===== src/rtl/burst_seq_pkg.sv =====
package burst_seq_pkg;

    localparam int BEAT_W = 2;

    typedef logic [BEAT_W-1:0] beat_t;

    typedef enum logic {
        ORD_LINEAR      = 1'b0,
        ORD_INTERLEAVED = 1'b1
    } order_e;

    typedef struct packed {
        logic load;
        logic advance;
    } seq_cmd_t;

    function automatic beat_t burst_low(beat_t start, beat_t idx, order_e ord);
        beat_t res;
        if (ord == ORD_INTERLEAVED) begin
            res = start ^ idx;
        end else begin
            res = start + idx;
        end
        return res;
    endfunction

endpackage


===== src/rtl/burst_addr_reg.sv =====
module burst_addr_reg
    import burst_seq_pkg::*;
#(
    parameter int ADDR_W = 19
) (
    input  logic              clk,
    input  logic              rst,
    input  logic              load,
    input  logic [ADDR_W-1:0] addr_in,
    output logic [ADDR_W-1:0] base_o
);

    logic [ADDR_W-1:0] base_q;

    always_ff @(posedge clk) begin
        if (rst) begin
            base_q <= '0;
        end else if (load) begin
            base_q <= addr_in;
        end
    end

    assign base_o = base_q;

    AST_LOAD_CAPTURE: assert property (@(posedge clk) disable iff (rst)
        load |=> base_q == $past(addr_in));

    AST_BASE_STABLE: assert property (@(posedge clk) disable iff (rst)
        !load |=> $stable(base_q[ADDR_W-1:BEAT_W]));

endmodule


===== src/rtl/burst_beat_ctr.sv =====
module burst_beat_ctr
    import burst_seq_pkg::*;
(
    input  logic     clk,
    input  logic     rst,
    input  seq_cmd_t cmd,
    output beat_t    beat_o
);

    beat_t beat_q;

    always_ff @(posedge clk) begin
        if (rst) begin
            beat_q <= '0;
        end else if (cmd.load) begin
            beat_q <= '0;
        end else if (cmd.advance) begin
            beat_q <= beat_q + beat_t'(1);
        end
    end

    assign beat_o = beat_q;

    AST_LOAD_RESTART: assert property (@(posedge clk) disable iff (rst)
        cmd.load |=> beat_q == '0);

    AST_SUSPEND_HOLD: assert property (@(posedge clk) disable iff (rst)
        (!cmd.load && !cmd.advance) |=> $stable(beat_q));

    AST_STEP_WRAP: assert property (@(posedge clk) disable iff (rst)
        (!cmd.load && cmd.advance) |=> beat_q == beat_t'($past(beat_q) + beat_t'(1)));

endmodule


===== src/rtl/burst_order_map.sv =====
module burst_order_map
    import burst_seq_pkg::*;
#(
    parameter int ADDR_W = 19
) (
    input  logic [ADDR_W-1:0] base_i,
    input  beat_t             beat_i,
    input  order_e            order_i,
    output logic [ADDR_W-1:0] addr_o
);

    localparam int UPPER_W = ADDR_W - BEAT_W;

    generate
        if (UPPER_W > 0) begin : g_upper
            assign addr_o[ADDR_W-1:BEAT_W] = base_i[ADDR_W-1:BEAT_W];
        end
    endgenerate

    assign addr_o[BEAT_W-1:0] = burst_low(base_i[BEAT_W-1:0], beat_i, order_i);

endmodule


===== src/rtl/burst_addr_seq.sv =====
module burst_addr_seq
    import burst_seq_pkg::*;
#(
    parameter int ADDR_W = 19
) (
    input  logic              clk,
    input  logic              rst,
    input  logic              load_i,
    input  logic              adv_n_i,
    input  logic              mode_i,
    input  logic [ADDR_W-1:0] addr_i,
    output logic [ADDR_W-1:0] addr_o,
    output logic [1:0]        beat_o
);

    seq_cmd_t          cmd;
    beat_t             beat;
    logic [ADDR_W-1:0] base;
    order_e            order;

    assign cmd.load    = load_i;
    assign cmd.advance = ~adv_n_i;
    assign order       = order_e'(mode_i);

    burst_addr_reg #(.ADDR_W(ADDR_W)) addr_reg_i (
        .clk     (clk),
        .rst     (rst),
        .load    (cmd.load),
        .addr_in (addr_i),
        .base_o  (base)
    );

    burst_beat_ctr beat_ctr_i (
        .clk    (clk),
        .rst    (rst),
        .cmd    (cmd),
        .beat_o (beat)
    );

    burst_order_map #(.ADDR_W(ADDR_W)) order_map_i (
        .base_i  (base),
        .beat_i  (beat),
        .order_i (order),
        .addr_o  (addr_o)
    );

    assign beat_o = beat;

    AST_BEAT0_IS_BASE: assert property (@(posedge clk) disable iff (rst)
        beat == '0 |-> addr_o == base);

    AST_ADDR_HOLD: assert property (@(posedge clk) disable iff (rst)
        (!load_i && adv_n_i) |=> $stable(addr_o) || !$stable(mode_i));

endmodule


===== config.mk =====
export PLATFORM = sky130hd
export DESIGN_NAME = burst_addr_seq
export DESIGN_NICKNAME = d
export VERILOG_FILES = /design/src/rtl/burst_seq_pkg.sv /design/src/rtl/burst_addr_reg.sv /design/src/rtl/burst_beat_ctr.sv /design/src/rtl/burst_order_map.sv /design/src/rtl/burst_addr_seq.sv
export SDC_FILE = /design/constraint.sdc
export NUM_CORES = 1
export LEC_CHECK = 0
export BUFFER_PORTS_ARGS = -buffer_cell sky130_fd_sc_hd__buf_4
export CAP_MARGIN = 20
export CORE_ASPECT_RATIO = 0.7
export CORE_MARGIN = 4
export CORE_UTILIZATION = 35
export CTS_BUF_LIST = sky130_fd_sc_hd__clkbuf_2 sky130_fd_sc_hd__clkbuf_4 sky130_fd_sc_hd__clkbuf_8
export DETAILED_ROUTE_END_ITERATION = 16
export PLACE_DENSITY = 0.67
export SYNTH_ARGS = -nofsm -noshare
export SYNTH_HDL_FRONTEND = slang
export SYNTH_HIERARCHICAL = 1
export SYNTH_SLANG_ARGS = --single-unit

===== constraint.sdc =====
create_clock -name clk -period 1.99 [get_ports clk]
set_input_delay 0.199 -clock clk [delete_from_list [all_inputs] [get_ports clk]]
set_output_delay 0.199 -clock clk [all_outputs]
set_load 0.03 [all_outputs]

==> insert_results.sql, run 1 <==
INSERT INTO impl_metrics (metric_group, metric, value, unit) VALUES
('outcome', 'outcome', 'completed', ''),
('logic_synthesis', 'yosys_warnings', '6', ''),
('timing', 'fin_tns_setup', '0', 'ps'),
('global_routing', 'largest_net_degree_at_the_start_of_global_routing', '21', ''),
('logic_synthesis', 'post_synth_fa_ha_maj_area_fraction', '1.337', '%'),
('setup_path', 'worst_ep_arrival_time', '1290', 'ps'),
('floorplan', 'die_h', '51.27', 'um'),
('setup_path', 'r2r_setup_slack', '1210', 'ps'),
('clocking', 'hold_bufs_inserted_after_cts', '0', ''),
('logic_synthesis', 'synth-compound-area-share', '2.005', '%'),
('cells_and_area', 'numnets_final', '144', ''),
('setup_path', 'critical_path.max_fanout', '5', ''),
('detailed_routing', 'drtAntennaViolNets', '0', ''),
('logic_synthesis', 'count_leader_synth', 'sky130_fd_sc_hd__dfxtp_1', ''),
('global_routing', 'globalRoute.totalOverflow', '0', ''),
('logic_synthesis', 'synthTopCellsByCount', 'sky130_fd_sc_hd__dfxtp_1 (21), sky130_fd_sc_hd__nor2_1 (20), sky130_fd_sc_hd__mux2i_1 (19)', ''),
('pwr', 'clock_power_share', '29.4', '%'),
('cells_and_area', 'diodes', '0', ''),
('global_routing', 'via_count_of_the_first_global_routing_pass', '613', ''),
('clocking', 'number_of_clock_sinks_seen_by_cts', '21', ''),
('logic_synthesis', 'synth_top_family_by_area', 'multiplexers', ''),
('logic_synthesis', 'ys_seq_area_share', '44.92', '%'),
('placement', 'setup_ws_pre_cts', '774.2', 'ps'),
('cells_and_area', 'filler_cell_count', '246', ''),
('global_routing', 'grt_antenna_before_repair', '0', ''),
('placement', 'dp_hpwl', '1.294', 'mm'),
('pwr', 'ir_worst_vdd', '0.3339', 'mV'),
('clocking', 'worstSkewPairLatency', '250', 'ps'),
('timing', 'tightest_slew', '325.1', 'ps'),
('logic_synthesis', 'mappedNetlistNets', '116', ''),
('hold_path', 'hold_end', 'addr_reg_i/base_o[9]$_SDFFE_PP0P_', ''),
('global_routing', 'groute.usage.overall', '9.747', '%'),
('setup_path', 'timing.rr.end', 'beat_ctr_i/beat_o[1]$_SDFFE_PP0P_', ''),
('cells_and_area', 'post_route_cells_drive_above_1_share', '41.53', '%'),
('floorplan', 'fp.dieArea', '3579', 'sq um'),
('setup_path', 'crit_required', '1790', 'ps'),
('detailed_routing', 'total_number_of_vias', '639', ''),
('logic_synthesis', 'synth_register_bits', '21', ''),
('flow_run', 'timing.max_cap.violations', '0', ''),
('setup_path', 'r2r.worst_path.cells', '2', ''),
('pwr', 'power.share.combinational', '20.3', '%'),
('floorplan', 'design.portCount', '45', ''),
('pwr', 'cellLeakagePower', '0.5975', 'nW'),
('pwr', 'switchingPower', '239.7', 'uW'),
('logic_synthesis', 'netlist-cell-type-count', '16', ''),
('clocking', 'htree_num_levels', '1', ''),
('detailed_routing', 'routedWlPerCell', '11.20', 'um'),
('timing', 'period_share', '75.02', '%'),
('pwr', 'power.density', '767.0', 'nW/um^2'),
('clocking', 'ctsLongestPathBuffers', '2', ''),
('detailed_routing', 'totalWireLength', '1.703', 'mm'),
('clocking', 'count_of_instances_resized_after_the_clock_tree_is_built', '0', ''),
('placement', 'portBuffers', '44', ''),
('floorplan', 'row_count', '15', ''),
('cells_and_area', 'area.growth.synth_to_final', '26.74', '%'),
('placement', 'place.gp.congestion', '0.6609', ''),
('setup_path', 'critical_path.reg2reg.startpoint', 'beat_ctr_i/beat_o[1]$_SDFFE_PP0P_', ''),
('setup_path', 'cp-end-kind', 'output port', ''),
('timing', 'finalWorstPathRequiredPeriod', '1493', 'ps'),
('pwr', 'netSwitchingFraction', '26.35', '%'),
('detailed_routing', 'routed_via_density', '4.204', ''),
('timing', 'drv_slew', '0', ''),
('logic_synthesis', 'netlist_instances', '91', ''),
('timing', 'final.setup.worst_slack', '497.1', 'ps'),
('pwr', 'p_int', '670.1', 'uW'),
('setup_path', 'critical_path_class', 'reg -> out', ''),
('timing', 'rsz0062_at_grt', 'false', ''),
('floorplan', 'core', '2515', 'sq um'),
('detailed_routing', 'drtPass1Iterations', '2', ''),
('logic_synthesis', 'ys_dominant_reg_cell', 'sky130_fd_sc_hd__dfxtp_1', ''),
('pwr', 'seq_power_share', '50.3', '%');
[placed cells by master (no fill, tap or decap)]
cell type and count:
sky130_fd_sc_hd__a21bo_1 1, sky130_fd_sc_hd__a21oi_2 1, sky130_fd_sc_hd__buf_4 44, sky130_fd_sc_hd__clkbuf_8 3, sky130_fd_sc_hd__clkinv_2 1, sky130_fd_sc_hd__dfxtp_1 21
sky130_fd_sc_hd__ha_1 1, sky130_fd_sc_hd__inv_1 1, sky130_fd_sc_hd__mux2i_1 19, sky130_fd_sc_hd__nand3b_1 1, sky130_fd_sc_hd__nor2_1 20, sky130_fd_sc_hd__nor2b_1 1
sky130_fd_sc_hd__or2_1 1, sky130_fd_sc_hd__xnor2_1 3
[power groups by stage]
stage | combinational [mW] | clock (mW) | sequential [mW]
floorplan | 0.140 | 0 | 0.467
global placement | 0.185 | 0 | 0.466
detailed placement | 0.187 | 0 | 0.467
CTS | 0.187 | 0.285 | 0.458
global route | 0.198 | 0.306 | 0.461
finish | 0.184 | 0.268 | 0.458
[how the worst max path moves through the flow]
stage                     slack (ps)  cells past startpoint        end                         startpoint
after detailed placement         770                      4  addr_o[1]  beat_ctr_i/beat_o[0]$_SDFFE_PP0P_
after global routing             420                      4  addr_o[1]  beat_ctr_i/beat_o[0]$_SDFFE_PP0P_
final                            500                      4  addr_o[1]  beat_ctr_i/beat_o[0]$_SDFFE_PP0P_
after global placement           810                      4  addr_o[1]  beat_ctr_i/beat_o[0]$_SDFFE_PP0P_
after floorplan                  490                      3  addr_o[1]  beat_ctr_i/beat_o[0]$_SDFFE_PP0P_
after CTS                        480                      4  addr_o[1]  beat_ctr_i/beat_o[0]$_SDFFE_PP0P_
[through the flow]
stage,hold WS (ps),instances,util (%),instance area [sq um],power [mW]
after CTS,167.2,152,47.16,1186,0.9303
after floorplan,346.2,91,-,935.9,0.6065
final,172.1,152,47.16,1186,0.9098
after detailed placement,441.4,148,45.32,1140,0.6542
after global placement,433.0,148,45.32,1140,0.6511
after global routing,172.6,152,47.16,1186,0.9658
[critical path, stage by stage (launching register included)]
cell and delay, ps:
sky130_fd_sc_hd__dfxtp_1 420, sky130_fd_sc_hd__ha_1 170, sky130_fd_sc_hd__nor2b_1 150, sky130_fd_sc_hd__xnor2_1 130, sky130_fd_sc_hd__buf_4 170
[state kept, by name, indices dropped and copies added, names as in the netlist]
name / count
addr_reg_i/base_o: 19
beat_ctr_i/beat_o: 2
[final cells by class]
cell class / instances / area [sq um] / share of cell area (%)
Clock inverter: 1 / 5.005 / 0.4219
Inverter: 1 / 3.754 / 0.3165
Multi-Input combinational cell: 48 / 342.8 / 28.90
Clock buffer: 3 / 41.29 / 3.481
Sequential cell: 21 / 420.4 / 35.44
Tap cell: 34 / 42.54 / 3.586
Timing Repair Buffer: 44 / 330.3 / 27.85
[routing by layer]
| metal | part of all wire [%] | wire length [um] | GRT usage, % |
|---|---|---|---|
| met5 | 0 | 0 | 0 |
| met4 | 1.0 | 17 | 2.866 |
| met3 | 5.9 | 101 | 3.340 |
| met2 | 50 | 855 | 17.40 |
| met1 | 43 | 728 | 11.11 |
[cell families after synthesis]
family | count (synthesis)
AND/OR/NAND/NOR | 23
buffers and inverters | 22
flip-flops | 21
multiplexers | 19
XOR/XNOR | 3
AO/OA/AOI/OAI | 2
adder cells (fa/ha/maj) | 1
No activity file was read; power rests on OpenSTA's default activity.
==> run 2: changes to the inputs <==
--- a/config.mk
+++ b/config.mk
@@ -5,6 +5,7 @@
 export SDC_FILE = /design/constraint.sdc
 export NUM_CORES = 1
 export LEC_CHECK = 0
+export ABC_AREA = 1
 export BUFFER_PORTS_ARGS = -buffer_cell sky130_fd_sc_hd__buf_4
 export CAP_MARGIN = 20
 export CORE_ASPECT_RATIO = 0.7
@@ -12,7 +13,7 @@
 export CORE_UTILIZATION = 35
 export CTS_BUF_LIST = sky130_fd_sc_hd__clkbuf_2 sky130_fd_sc_hd__clkbuf_4 sky130_fd_sc_hd__clkbuf_8
 export DETAILED_ROUTE_END_ITERATION = 16
-export PLACE_DENSITY = 0.67
+export PLACE_DENSITY = 0.66
 export SYNTH_ARGS = -nofsm -noshare
 export SYNTH_HDL_FRONTEND = slang
 export SYNTH_HIERARCHICAL = 1
==> constraint.sdc (replaced) <==
create_clock -name clk -period 1.4 [get_ports clk]
set_input_delay 0.14 -clock clk [delete_from_list [all_inputs] [get_ports clk]]
set_output_delay 0.14 -clock clk [all_outputs]
set_load 0.03 [all_outputs]
==> insert_results.sql, run 2 <==
INSERT INTO impl_metrics (metric_group, metric, value, unit) VALUES
('outcome', 'outcome', 'completed', ''),
('pwr', 'cellLeakagePower', '0.7708', 'nW'),
('setup_path', 'cp-startpoint', 'beat_ctr_i/beat_o[0]$_SDFFE_PP0P_', ''),
('floorplan', 'floorplan.initialDensity', '37.19', '%'),
('setup_path', 'worst_ep_arrival_time', '1160', 'ps'),
('logic_synthesis', 'ys_dominant_reg_cell', 'sky130_fd_sc_hd__dfxtp_1', ''),
('detailed_routing', 'drtPass1Iterations', '4', ''),
('global_routing', 'grt_antenna_before_repair', '0', ''),
('pwr', 'ir_worst_vdd', '0.5875', 'mV'),
('setup_path', 'critical_path.reg2reg.startpoint', 'beat_ctr_i/beat_o[0]$_SDFFE_PP0P_', ''),
('timing', 'rsz0062_at_grt', 'false', ''),
('setup_path', 'critPathMostFrequentCell', 'sky130_fd_sc_hd__inv_1', ''),
('detailed_routing', 'total_number_of_vias', '864', ''),
('clocking', 'tritoncts_clock_tree', 'built', ''),
('floorplan', 'row_count', '16', ''),
('timing', 'period_share', '92.62', '%'),
('timing', 'tightest_slew', '379.0', 'ps'),
('setup_path', 'startpoint_type', 'register', ''),
('placement', 'postPlaceCellArea', '1266', 'sq um'),
('cells_and_area', 'numnets_final', '217', ''),
('timing', 'setup_violations', '0', ''),
('timing', 'final.setup.worst_slack', '103.3', 'ps'),
('setup_path', 'r2r_setup_slack', '640', 'ps'),
('logic_synthesis', 'synth_area', '1065', 'sq um'),
('logic_synthesis', 'synth_enable_flop_cells', '0', ''),
('setup_path', 'critical_path.max_fanout', '5', ''),
('logic_synthesis', 'mappedNetlistNets', '189', ''),
('logic_synthesis', 'synthTopCellsByCount', 'sky130_fd_sc_hd__nand2_1 (47), sky130_fd_sc_hd__nor2_1 (42), sky130_fd_sc_hd__inv_1 (25)', ''),
('detailed_routing', 'drc', '0', ''),
('cells_and_area', 'area.growth.synth_to_final', '26.20', '%'),
('floorplan', 'fp.dieArea', '4003', 'sq um'),
('logic_synthesis', 'count_leader_synth', 'sky130_fd_sc_hd__nand2_1', ''),
('setup_path', 'critical_path_class', 'reg -> out', ''),
('setup_path', 'timing.critical_path.slowest_stage_cell', 'sky130_fd_sc_hd__dfxtp_4', ''),
('global_routing', 'groute.usage.overall', '9.361', '%'),
('placement', 'setup_ws_pre_cts', '229.7', 'ps'),
('setup_path', 'timing.rr.end', 'beat_ctr_i/beat_o[1]$_SDFFE_PP0P_', ''),
('placement', 'portBuffers', '44', ''),
('global_routing', 'via_count_of_the_first_global_routing_pass', '691', ''),
('timing', 'final.setup_skew', '0.05251', 'ps'),
('setup_path', 'crit_required', '1260', 'ps'),
('clocking', 'ctsLongestPathBuffers', '2', ''),
('timing', 'timing.max_slew.rel_slack', '74.73', '%'),
('timing', 'finalWorstPathRequiredPeriod', '1297', 'ps'),
('cells_and_area', 'final_common_cell', 'sky130_fd_sc_hd__nand2_1', ''),
('clocking', 'htree_num_levels', '1', ''),
('placement', 'place.gp.congestion', '0.7610', ''),
('logic_synthesis', 'synth_area_leaders', 'sky130_fd_sc_hd__dfxtp_1 (39%), sky130_fd_sc_hd__nand2_1 (17%), sky130_fd_sc_hd__nor2_1 (15%), sky130_fd_sc_hd__buf_4 (13%), sky130_fd_sc_hd__inv_1 (8.8%)', ''),
('timing', 'final.hold.worst_slack', '119.7', 'ps'),
('logic_synthesis', 'netlist-cell-type-count', '12', ''),
('timing', 'timing.fmax', '771.2', 'MHz'),
('cells_and_area', 'number_of_flip_flops_in_the_largest_register', '19', ''),
('logic_synthesis', 'yosys.area.top_type_share', '39.48', '%'),
('detailed_routing', 'drtAntennaViolNets', '0', ''),
('detailed_routing', 'routed_via_density', '3.806', ''),
('global_routing', 'grt_pass1_wl', '2.870', 'mm'),
('logic_synthesis', 'synth_register_bits', '21', ''),
('flow_run', 'timing.max_cap.violations', '0', ''),
('cells_and_area', 'most-common-layout-cells', 'sky130_fd_sc_hd__nand2_1 (47), sky130_fd_sc_hd__buf_4 (44), sky130_fd_sc_hd__nor2_1 (42)', ''),
('logic_synthesis', 'ys_seq_area_share', '39.48', '%'),
('placement', 'dp_hpwl', '1.378', 'mm'),
('global_routing', 'largest_net_degree_at_the_start_of_global_routing', '40', ''),
('logic_synthesis', 'yosys_warnings', '6', ''),
('logic_synthesis', 'netlist_instances', '164', ''),
('cells_and_area', 'diodes', '0', ''),
('clocking', 'worst_setup_hold_path_clk_slew', '70', 'ps'),
('logic_synthesis', 'async_flop_share', '0', '%'),
('floorplan', 'die_h', '54.15', 'um'),
('pwr', 'power.density', '1021', 'nW/um^2'),
('clocking', 'worstSkewPairLatency', '250', 'ps'),
('cells_and_area', 'layout.cell_area.non_filler', '1344', 'sq um'),
('logic_synthesis', 'postSynthAreaPerCell', '6.493', 'sq um'),
('setup_path', 'r2r.worst_path.cells', '3', ''),
('setup_path', 'cp-end-kind', 'output port', ''),
('hold_path', 'min-delay-start', 'rst', ''),
('detailed_routing', 'totalWireLength', '1.903', 'mm'),
('cells_and_area', 'post_route_cells_drive_above_1_share', '28.27', '%'),
('setup_path', 'crit_path_end', 'addr_o[1]', ''),
('floorplan', 'design.portCount', '45', ''),
('clocking', 'number_of_clock_sinks_seen_by_cts', '21', ''),
('global_routing', 'globalRoute.totalOverflow', '0', ''),
('clocking', 'clockRootBuffer', 'sky130_fd_sc_hd__clkbuf_8', ''),
('detailed_routing', 'drt_first_iter_violations', '23', ''),
('timing', 'endpoints_failing_hold', '0', ''),
('floorplan', 'die_x', '73.93', 'um'),
('setup_path', 'timing.critical_path.slowest_cell_delay', '380', 'ps'),
('timing', 'fin_tns_setup', '0', 'ps'),
('floorplan', 'core', '2863', 'sq um'),
('clocking', 'cts_inserted_buffers', '3', ''),
('setup_path', 'cp_cell_sequence', 'ha_4 > inv_1 > nor2_1 > nand3_1 > nand2_1 > inv_1 > buf_6', ''),
('timing', 'drv_slew', '0', ''),
('logic_synthesis', 'synth_top_cell_by_area', 'sky130_fd_sc_hd__dfxtp_1', ''),
('detailed_routing', 'routedWlPerCell', '8.383', 'um'),
('hold_path', 'hold_class', 'in -> reg', '');
## run 2: changes by cell type after synthesis, sizes merged, moves of 2 or more
cell   delta
nor2     +23
nand2    +47
mux2i    -19
xnor2     -3
nand3     +3
inv      +25
buf       +2
## run 2: worst min path at each step
stage | to | slack [ps] | depth (start not counted)
after floorplan | beat_ctr_i/beat_o[0]$_SDFFE_PP0P_ | 280 | 3
after global placement | beat_ctr_i/beat_o[0]$_SDFFE_PP0P_ | 390 | 4
after detailed placement | beat_ctr_i/beat_o[0]$_SDFFE_PP0P_ | 400 | 4
after CTS | beat_ctr_i/beat_o[0]$_SDFFE_PP0P_ | 120 | 4
after global routing | beat_ctr_i/beat_o[0]$_SDFFE_PP0P_ | 140 | 4
final | beat_ctr_i/beat_o[0]$_SDFFE_PP0P_ | 120 | 4
## run 2: cell families (layout without fill, tap and decap cells)
kind of cell | count (synthesis) | after routing | synth area share (%)
adders and majority gates | 1 | 1 | 1.175
DFF | 21 | 21 | 39.48
buffers and inverters | 48 | 75 | 25.50
AOI/OAI and AO/OA | 1 | 1 | 0.4696
and+or+nand+nor | 93 | 93 | 33.37
## run 2: cell type report
class                      instances  area, sq um
inverter                          26        97.59
multi-input combinational         95        385.4
sequential                        21        425.4
clock buffer                       4        48.80
timing repair buffer              45        341.6
tap                               36        45.04
fill                             319         1519
## run 2: stage by stage
step,utilization (%),cells,power (mW)
after floorplan,-,164,0.9095
after global placement,44.23,222,0.9805
after detailed placement,44.23,222,0.9824
after CTS,45.98,226,1.394
after global routing,46.94,227,1.454
final,46.94,227,1.372
## run 2: where the power goes
part / switching [mW] / internal, mW
clock: 0.178 / 0.221
combinational: 0.177 / 0.134
sequential: 0.0239 / 0.637
total: 0.379 / 0.993
## run 2: per-layer routing
layer,share of wire [%],routed length (um),track usage [%],up-vias
li1,-,-,-,502
met1,48,913,11.10,337
met2,44,832,16.03,23
met3,7.7,147,3.918,2
met4,0.53,10,1.807,0
met5,0,0,0,-
## run 2: timing repair
action	4_1_cts	5_1_grt
buffers inserted	0	1
setup endpoints to repair	1	1
hold buffers	0	0
gates resized for setup	1	5
## run 2: critical path, delay by kind of cell, from the launching register on
| family | cells | cell delay [ps] |
|---|---|---|
| flip-flops | 1 | 380 |
| buffers and inverters | 3 | 200 |
| AND/OR/NAND/NOR | 3 | 200 |
| adder cells (fa/ha/maj) | 1 | 120 |
